`src/rtl/xfer3d_pkg.sv`:
```
package xfer3d_pkg;
  // mode bit positions (the per-axis hold bits are indexed by axis number)
  localparam int OPT_W          = 3;
  localparam int OPT_SRC_HOLD   = 0;
  localparam int OPT_DST_HOLD   = 1;
  localparam int OPT_FRAME_SYNC = 2;
  localparam int NAX            = 2;   // axis 0 = source, axis 1 = destination

  typedef enum logic [1:0] {
    ST_IDLE  = 2'd0,
    ST_READY = 2'd1,
    ST_BURST = 2'd2
  } seq_st_e;
endpackage

```
`src/rtl/xfer3d_ctl.sv`:
```
module xfer3d_ctl
  import xfer3d_pkg::*;
#(
  parameter int CNT_W = 16
) (
  input  logic             clk,
  input  logic             rst_n,
  input  logic             ld_i,
  input  logic             frame_i,
  input  logic             len_ok_i,
  input  logic [CNT_W-1:0] b_cnt_i,
  input  logic [CNT_W-1:0] c_cnt_i,
  input  logic [CNT_W-1:0] rld_i,
  input  logic             evt_i,
  output logic             accept_o,
  output logic             fire_o,
  output logic             step_arr_o,
  output logic             step_frm_o,
  output logic             done_o,
  output logic             err_o
);
  localparam logic [CNT_W-1:0] ONE = CNT_W'(1);

  seq_st_e          st_q, st_d;
  logic [CNT_W-1:0] arr_q, arr_d;
  logic [CNT_W-1:0] frm_q, frm_d;
  logic [CNT_W-1:0] binit_q, binit_d;
  logic [CNT_W-1:0] rld_q, rld_d;
  logic             frame_q, frame_d;
  logic             rec_ok, last_arr, last_frm, upd;

  always_comb begin
    rec_ok   = (b_cnt_i != '0) && (c_cnt_i != '0) && len_ok_i &&
               (frame_i || (rld_i != '0));
    accept_o = ld_i && rec_ok;
    fire_o   = !ld_i && (((st_q == ST_READY) && evt_i) || (st_q == ST_BURST));
    last_arr = (arr_q == ONE);
    last_frm = last_arr && (frm_q == ONE);
    step_arr_o = fire_o && !last_arr;
    step_frm_o = fire_o && last_arr;
    done_o     = fire_o && last_frm;
    err_o      = (ld_i && !rec_ok) || (!ld_i && evt_i && (st_q != ST_READY));
    upd        = ld_i || fire_o;
  end

  always_comb begin
    st_d    = st_q;
    arr_d   = arr_q;
    frm_d   = frm_q;
    binit_d = binit_q;
    rld_d   = rld_q;
    frame_d = frame_q;
    if (ld_i) begin
      if (rec_ok) begin
        st_d    = ST_READY;
        arr_d   = b_cnt_i;
        frm_d   = c_cnt_i;
        binit_d = b_cnt_i;
        rld_d   = rld_i;
        frame_d = frame_i;
      end else begin
        st_d    = ST_IDLE;
      end
    end else if (fire_o) begin
      if (last_arr) begin
        arr_d = frame_q ? binit_q : rld_q;
        frm_d = frm_q - ONE;
        st_d  = last_frm ? ST_IDLE : ST_READY;
      end else begin
        arr_d = arr_q - ONE;
        st_d  = frame_q ? ST_BURST : ST_READY;
      end
    end
  end

  always_ff @(posedge clk or negedge rst_n) begin
    if (!rst_n) begin
      st_q    <= ST_IDLE;
      arr_q   <= '0;
      frm_q   <= '0;
      binit_q <= '0;
      rld_q   <= '0;
      frame_q <= 1'b0;
    end else if (upd) begin
      st_q    <= st_d;
      arr_q   <= arr_d;
      frm_q   <= frm_d;
      binit_q <= binit_d;
      rld_q   <= rld_d;
      frame_q <= frame_d;
    end
  end
endmodule

```
`src/rtl/xfer3d_axis.sv`:
```
module xfer3d_axis #(
  parameter int ADDR_W = 32,
  parameter int OFS_W  = 16
) (
  input  logic              clk,
  input  logic              rst_n,
  input  logic              ld_i,
  input  logic [ADDR_W-1:0] base_i,
  input  logic [OFS_W-1:0]  arr_ofs_i,
  input  logic [OFS_W-1:0]  frm_ofs_i,
  input  logic              hold_i,
  input  logic              frame_i,
  input  logic              step_arr_i,
  input  logic              step_frm_i,
  output logic [ADDR_W-1:0] addr_o
);
  localparam int EXT_W = ADDR_W - OFS_W;

  logic [ADDR_W-1:0] cur_q, cur_d, fs_q, fs_d;
  logic [OFS_W-1:0]  aofs_q, aofs_d, fofs_q, fofs_d;
  logic              hold_q, hold_d, frame_q, frame_d;
  logic [ADDR_W-1:0] aofs_x, fofs_x;
  logic              en;

  assign aofs_x = {{EXT_W{aofs_q[OFS_W-1]}}, aofs_q};
  assign fofs_x = {{EXT_W{fofs_q[OFS_W-1]}}, fofs_q};
  assign en     = ld_i || step_arr_i || step_frm_i;

  always_comb begin
    cur_d   = cur_q;
    fs_d    = fs_q;
    aofs_d  = aofs_q;
    fofs_d  = fofs_q;
    hold_d  = hold_q;
    frame_d = frame_q;
    if (ld_i) begin
      cur_d   = base_i;
      fs_d    = base_i;
      aofs_d  = arr_ofs_i;
      fofs_d  = frm_ofs_i;
      hold_d  = hold_i;
      frame_d = frame_i;
    end else if (!hold_q) begin
      if (step_arr_i) begin
        cur_d = cur_q + aofs_x;
      end else if (step_frm_i) begin
        // frame-synchronized: from frame start; array-synchronized: from last array
        cur_d = (frame_q ? fs_q : cur_q) + fofs_x;
        fs_d  = cur_d;
      end
    end
  end

  always_ff @(posedge clk or negedge rst_n) begin
    if (!rst_n) begin
      cur_q   <= '0;
      fs_q    <= '0;
      aofs_q  <= '0;
      fofs_q  <= '0;
      hold_q  <= 1'b0;
      frame_q <= 1'b0;
    end else if (en) begin
      cur_q   <= cur_d;
      fs_q    <= fs_d;
      aofs_q  <= aofs_d;
      fofs_q  <= fofs_d;
      hold_q  <= hold_d;
      frame_q <= frame_d;
    end
  end

  assign addr_o = cur_q;
endmodule

```
`src/rtl/xfer3d_addr_seq.sv`:
```
module xfer3d_addr_seq
  import xfer3d_pkg::*;
#(
  parameter int ADDR_W = 32,
  parameter int OFS_W  = 16,
  parameter int CNT_W  = 16
) (
  input  logic                 clk,
  input  logic                 rst_n,
  input  logic                 ld_i,
  input  logic [OPT_W-1:0]     opt_i,
  input  logic [ADDR_W-1:0]    src_i,
  input  logic [ADDR_W-1:0]    dst_i,
  input  logic [2*CNT_W-1:0]   cnt_ab_i,
  input  logic [CNT_W-1:0]     cnt_c_i,
  input  logic [CNT_W-1:0]     rld_i,
  input  logic [NAX*OFS_W-1:0] ofs_arr_i,
  input  logic [NAX*OFS_W-1:0] ofs_frm_i,
  input  logic                 evt_i,
  output logic                 req_vld_o,
  output logic [ADDR_W-1:0]    req_src_o,
  output logic [ADDR_W-1:0]    req_dst_o,
  output logic [CNT_W-1:0]     req_len_o,
  output logic                 done_o,
  output logic                 err_o
);
  logic                         accept, fire, step_arr, step_frm, done_c, err_c;
  logic [NAX-1:0][ADDR_W-1:0]   base_w;
  logic [NAX-1:0][ADDR_W-1:0]   ax_addr;
  logic [CNT_W-1:0]             len_byte;
  logic [CNT_W-1:0]             len_arr;
  logic                         vld_q, done_q, err_q;
  logic [ADDR_W-1:0]            src_q, dst_q;
  logic [CNT_W-1:0]             len_q;

  assign len_byte  = cnt_ab_i[CNT_W-1:0];
  assign len_arr   = cnt_ab_i[2*CNT_W-1:CNT_W];
  assign base_w[0] = src_i;
  assign base_w[1] = dst_i;

  xfer3d_ctl #(.CNT_W(CNT_W)) u_ctl (
    .clk        (clk),
    .rst_n      (rst_n),
    .ld_i       (ld_i),
    .frame_i    (opt_i[OPT_FRAME_SYNC]),
    .len_ok_i   (len_byte != '0),
    .b_cnt_i    (len_arr),
    .c_cnt_i    (cnt_c_i),
    .rld_i      (rld_i),
    .evt_i      (evt_i),
    .accept_o   (accept),
    .fire_o     (fire),
    .step_arr_o (step_arr),
    .step_frm_o (step_frm),
    .done_o     (done_c),
    .err_o      (err_c)
  );

  for (genvar g = 0; g < NAX; g++) begin : g_axis
    xfer3d_axis #(.ADDR_W(ADDR_W), .OFS_W(OFS_W)) u_axis (
      .clk        (clk),
      .rst_n      (rst_n),
      .ld_i       (accept),
      .base_i     (base_w[g]),
      .arr_ofs_i  (ofs_arr_i[g*OFS_W +: OFS_W]),
      .frm_ofs_i  (ofs_frm_i[g*OFS_W +: OFS_W]),
      .hold_i     (opt_i[OPT_SRC_HOLD + g]),
      .frame_i    (opt_i[OPT_FRAME_SYNC]),
      .step_arr_i (step_arr),
      .step_frm_i (step_frm),
      .addr_o     (ax_addr[g])
    );
  end

  always_ff @(posedge clk or negedge rst_n) begin
    if (!rst_n) begin
      vld_q  <= 1'b0;
      done_q <= 1'b0;
      err_q  <= 1'b0;
    end else begin
      vld_q  <= fire;
      done_q <= done_c;
      err_q  <= err_c;
    end
  end

  always_ff @(posedge clk or negedge rst_n) begin
    if (!rst_n) begin
      src_q <= '0;
      dst_q <= '0;
    end else if (fire) begin
      src_q <= ax_addr[0];
      dst_q <= ax_addr[1];
    end
  end

  always_ff @(posedge clk or negedge rst_n) begin
    if (!rst_n) begin
      len_q <= '0;
    end else if (accept) begin
      len_q <= len_byte;
    end
  end

  assign req_vld_o = vld_q;
  assign req_src_o = src_q;
  assign req_dst_o = dst_q;
  assign req_len_o = len_q;
  assign done_o    = done_q;
  assign err_o     = err_q;
endmodule

```
`config.mk`:
```
export PLATFORM = sky130hd
export DESIGN_NAME = xfer3d_addr_seq
export DESIGN_NICKNAME = d
export VERILOG_FILES = /design/src/rtl/xfer3d_pkg.sv /design/src/rtl/xfer3d_ctl.sv /design/src/rtl/xfer3d_axis.sv /design/src/rtl/xfer3d_addr_seq.sv
export SDC_FILE = /design/constraint.sdc
export NUM_CORES = 1
export LEC_CHECK = 0
export ABC_AREA = 1
export BUFFER_PORTS_ARGS = -buffer_cell sky130_fd_sc_hd__buf_2
export CAP_MARGIN = 0
export CORE_AREA = 2 2 192 269
export CTS_CLUSTER_DIAMETER = 100
export DETAILED_ROUTE_END_ITERATION = 8
export DIE_AREA = 0 0 194 271
export PLACE_DENSITY_LB_ADDON = 0.25
export SYNTH_ARGS = -nofsm -noshare
export SYNTH_HDL_FRONTEND = slang
export SYNTH_HIERARCHICAL = 1
export SYNTH_SLANG_ARGS = --single-unit
```
`constraint.sdc`:
```
create_clock -name clk -period 3.1 [get_ports clk]
set_input_delay 0.93 -clock clk [delete_from_list [all_inputs] [get_ports clk]]
set_output_delay 0.93 -clock clk [all_outputs]
set_load 0.1 [all_outputs]
```
==> summary.log <==
[power_and_ir_drop] Worst VDD drop 0.6357 mV
[global_routing] via count of the first global-routing pass 27.63k
[timing] slew at the pin closest to its max-slew limit 816.4 ps
[worst_setup_path] Worst Setup End Kind register
[routing] via count 28.65k
[timing] Max-slew headroom 45.57%
[floorplan] width of the die 194 um
[final_layout] Area growth syn-to-layout 14.38%
[synthesis] sequential-to-total area share from yosys stat 31.79%
[timing] worst hold margin 285.7 ps
[worst_setup_path] Crit path arrival time 3470 ps
[worst_setup_path] critical path required time 3610 ps
[clock_tree] Worst-Skew Late Latency 590 ps
[routing] number of DRC violations after detailed routing 0
[clock_tree] TritonCTS clock tree built
[placement] Post-DP Area 0.02969 mm2
[clock_tree] Num CTS Buffers 38
[synthesis] synthesis-stage register bit count 346
[timing] min Tclk post-route 2958 ps
[timing] Fmax achieved 338.1 MHz
[synthesis] count of warnings emitted by yosys 6
[timing] number of setup violations in the final report 0
[synthesis] synthesized-area fraction occupied by adder cells 6.173%
[synthesis] area of the mapped netlist 0.02724 mm2
[global_routing] global-route wire length before repair 146,500 um
[clock_tree] worst-case clock buffer depth 3
[synthesis] synthesized-area fraction occupied by xor and xnor cells 1.833%
[synthesis] simple-gate share of the synthesized area 37.34%
[placement] Final GP Congestion 1.010
[global_routing] global route overflow 0
[timing] final max-slew violation count 0
[worst_setup_path] largest fanout on the critical path 12
[routing] number of search-and-repair iterations in the first detailed-routing pass 6
[outcome] result of the run finished, final reports clean
[min_path] path category of the worst min-delay check input port to async pin
[synthesis] Unique masters post-synth 56
[synthesis] share of cell area taken by muxes after synthesis 0%
[flow_run] Maximum Capacitance Violations 0
[synthesis] net count after synthesis 4,662
[global_routing] number of antenna violations at the first check in global routing 2
[synthesis] Yosys top cell by area dfrtp_1
[synthesis] ranking of synthesized cells by area dfrtp_1 (32%), nand2_1 (24%), inv_1 (8.9%)
[global_routing] largest net degree at the start of global routing 91
[placement] half-perimeter wire length after detailed placement 74,400 um
[floorplan] die extent in y 271 um
[clock_tree] Clock Sinks 346
[worst_setup_path] startpoint kind of the worst setup timing path register
[clock_tree] hold buffers post-CTS 0
[timing] total negative setup slack 0 ps
[power_and_ir_drop] power per standard cell area 828.8 mW/mm2
[floorplan] starting utilization of the core area 54.48%
[routing] total wire length 94,930 um
[timing] share of the cycle needed by the critical path after routing 95.40%
[floorplan] number of cell rows 97
[synthesis] share of the synthesized area in compound gates (AO/OA/AOI/OAI) 11.13%
[timing] final hold violations 0
[power_and_ir_drop] cell leakage power 17.72 nW
[clock_tree] CTS clock-pin slew for the worst setup and hold paths 60 ps
[routing] Iter 0 DRT Violations 1,907
[synthesis] number of instances in the synthesized netlist 4,331
[floorplan] core box area 0.05000 mm2
[final_layout] fin area 0.03116 mm2
[worst_setup_path] critical path class register to register
[final_layout] proportion of layout cells with a drive suffix above 1 13.05%
[routing] wire length per cell 17.94 um
[final_layout] Nets 4,943
[timing] RSZ-0062 raised after global routing true
[final_layout] Layout fillers 4,884
[floorplan] area of the die 0.05257 mm2
[clock_tree] master cell of the clock root buffer clkbuf_16
[synthesis] share of Yosys cell area claimed by the top area cell type 31.79%
[synthesis] main combinational cell family by area after synthesis simple AND/OR/NAND/NOR gates
[clock_tree] buffers inserted during post-CTS setup optimization 0
[floorplan] top-level port count 282
[global_routing] All-Layer GR Usage 35.79%
[synthesis] post-synthesis area per instance 6.290 um2
[routing] number of antenna-violating nets in the routed design 0
[placement] port buffer count 281
[timing] worst clock skew 25.72 ps
[clock_tree] number of H-tree levels 2
[routing] Vias per Instance 5.413
-- synth_stat cells, drive strengths merged --
master / number
or2: 18
o22a: 5
and3: 5
o21ai: 188
o22ai: 12
a21oi: 250
clkinv: 3
o21a: 2
fa: 4
ha: 128
xnor2: 25
nor3b: 2
xor2: 32
nand3b: 10
nand3: 284
a31oi: 26
and2: 7
nor3: 20
dfrtp: 346
o21bai: 11
inv: 657
buf: 59
nand2: 1762
nand4: 15
o211ai: 9
a21o: 2
a22oi: 12
nor4: 7
nor2: 362
clkbuf: 68
-- stage by stage --
stage          util [%]  instances  worst slack [ps]  power, mW
6_report          62.31       5292             142.5      25.82
5_1_grt           62.29       5287            -40.88      27.34
4_1_cts           62.21       5285             213.3      25.59
3_5_place_dp      59.37       5215             51.55      20.31
3_3_place_gp      59.37       5215             56.24      20.16
2_1_floorplan         -       4331             185.8      16.33
-- power by group --
group / switching, mW / internal (mW) / total, mW
registers: 1.10 / 5.52 / 6.62
clock network: 2.07 / 3.16 / 5.23
logic: 10.1 / 3.87 / 14.0
-- cell usage in the layout, fill, tap and decap left out, drive strengths merged, types with 9 or more instances in the layout --
master	instances
buf	368
a21oi	250
nand3	284
a22oi	12
clkinv	10
o211ai	9
bufinv	9
ha	128
inv	663
xor2	32
nand2	1762
o21bai	11
or2	18
nor3	20
nand4	15
o21ai	188
clkbuf	46
xnor2	25
nand3b	10
nor2	362
dfrtp	346
o22ai	12
a31oi	26
-- flip-flops by register name (all words and copies together) (netlist names), 2 cells and up --
signal and flops:
g_axis.u_axis/addr_o 64, u_ctl/arr_q 16, req_src_o 32, g_axis.u_axis/fs_q 64
req_dst_o 32, u_ctl/rld_q 16, g_axis.u_axis/frame_q 2, g_axis.u_axis/fofs_q 32
g_axis.u_axis/aofs_q 32, u_ctl/st_q 2, u_ctl/frm_q 16, u_ctl/binit_q 16
req_len_o 16, g_axis.u_axis/hold_q 2
-- critical path: stages, from the launching register on --
cell and delay, ps:
dfrtp_1 340, clkinv_1 320, buf_4 290, nand2_1 50, nand2_1 80, ha_1 360
nand2_1 100, nor2_1 220, nand3_1 120, nand3_1 190, xor2_1 490, o211ai_1 140
a21oi_1 160
-- path summary, 6_finish.rpt --
path                       depth (start not counted)                                 endpoint                                 start  slack [ps]
max reg2reg                                       12  g_axis[1].u_axis/addr_o[10]$_DFFE_PN0P_  g_axis[1].u_axis/frame_q$_DFFE_PN0P_         140
min                                                1  g_axis[0].u_axis/fofs_q[13]$_DFFE_PN0P_                                 rst_n         290
max                                               12  g_axis[1].u_axis/addr_o[10]$_DFFE_PN0P_  g_axis[1].u_axis/frame_q$_DFFE_PN0P_         140
min in group clk                                   2            u_ctl/binit_q[12]$_DFFE_PN0P_         u_ctl/binit_q[12]$_DFFE_PN0P_         470
min reg2reg                                        2            u_ctl/binit_q[12]$_DFFE_PN0P_         u_ctl/binit_q[12]$_DFFE_PN0P_         470
max in group asynchronous                          2               u_ctl/rld_q[4]$_DFFE_PN0P_                                 rst_n        1980
-- cell families (layout without fill, tap and decap cells) --
kind of cell / after synthesis / in the layout
DFF: 346 / 346
xor gates and xnor gates: 57 / 57
AOI/OAI and AO/OA: 517 / 517
buffers and inverters: 787 / 1098
adders and majority gates: 132 / 132
other: 0 / 7
and+or+nand+nor: 2492 / 2492
-- what timing repair did --
action / in CTS / in global routing
resized for setup: 0 / 5
endpoints found under the hold margin: 0 / 0
endpoints found under the setup margin: 0 / 9
-- per-layer routing --
layer / routed length, um / share of wire [%] / global-route usage (%)
met3: 5558 / 5.9 / 5.236
met5: 0 / 0 / 0
met4: 10690 / 11 / 33.61
met1: 32280 / 34 / 36.55
met2: 46400 / 49 / 62.50
-- final cells by class --
type,count,area (um2),share of cell area [%]
antenna,7,17.52,0.05622
clock buffer,46,1031,3.309
clock inverter,24,390.4,1.253
inverter,660,2485,7.975
multi-input combinational,3198,15440,49.55
sequential,346,8658,27.79
tap,643,804.5,2.582
timing repair buffer,368,2332,7.485
Power figures use the tool's default switching activity.
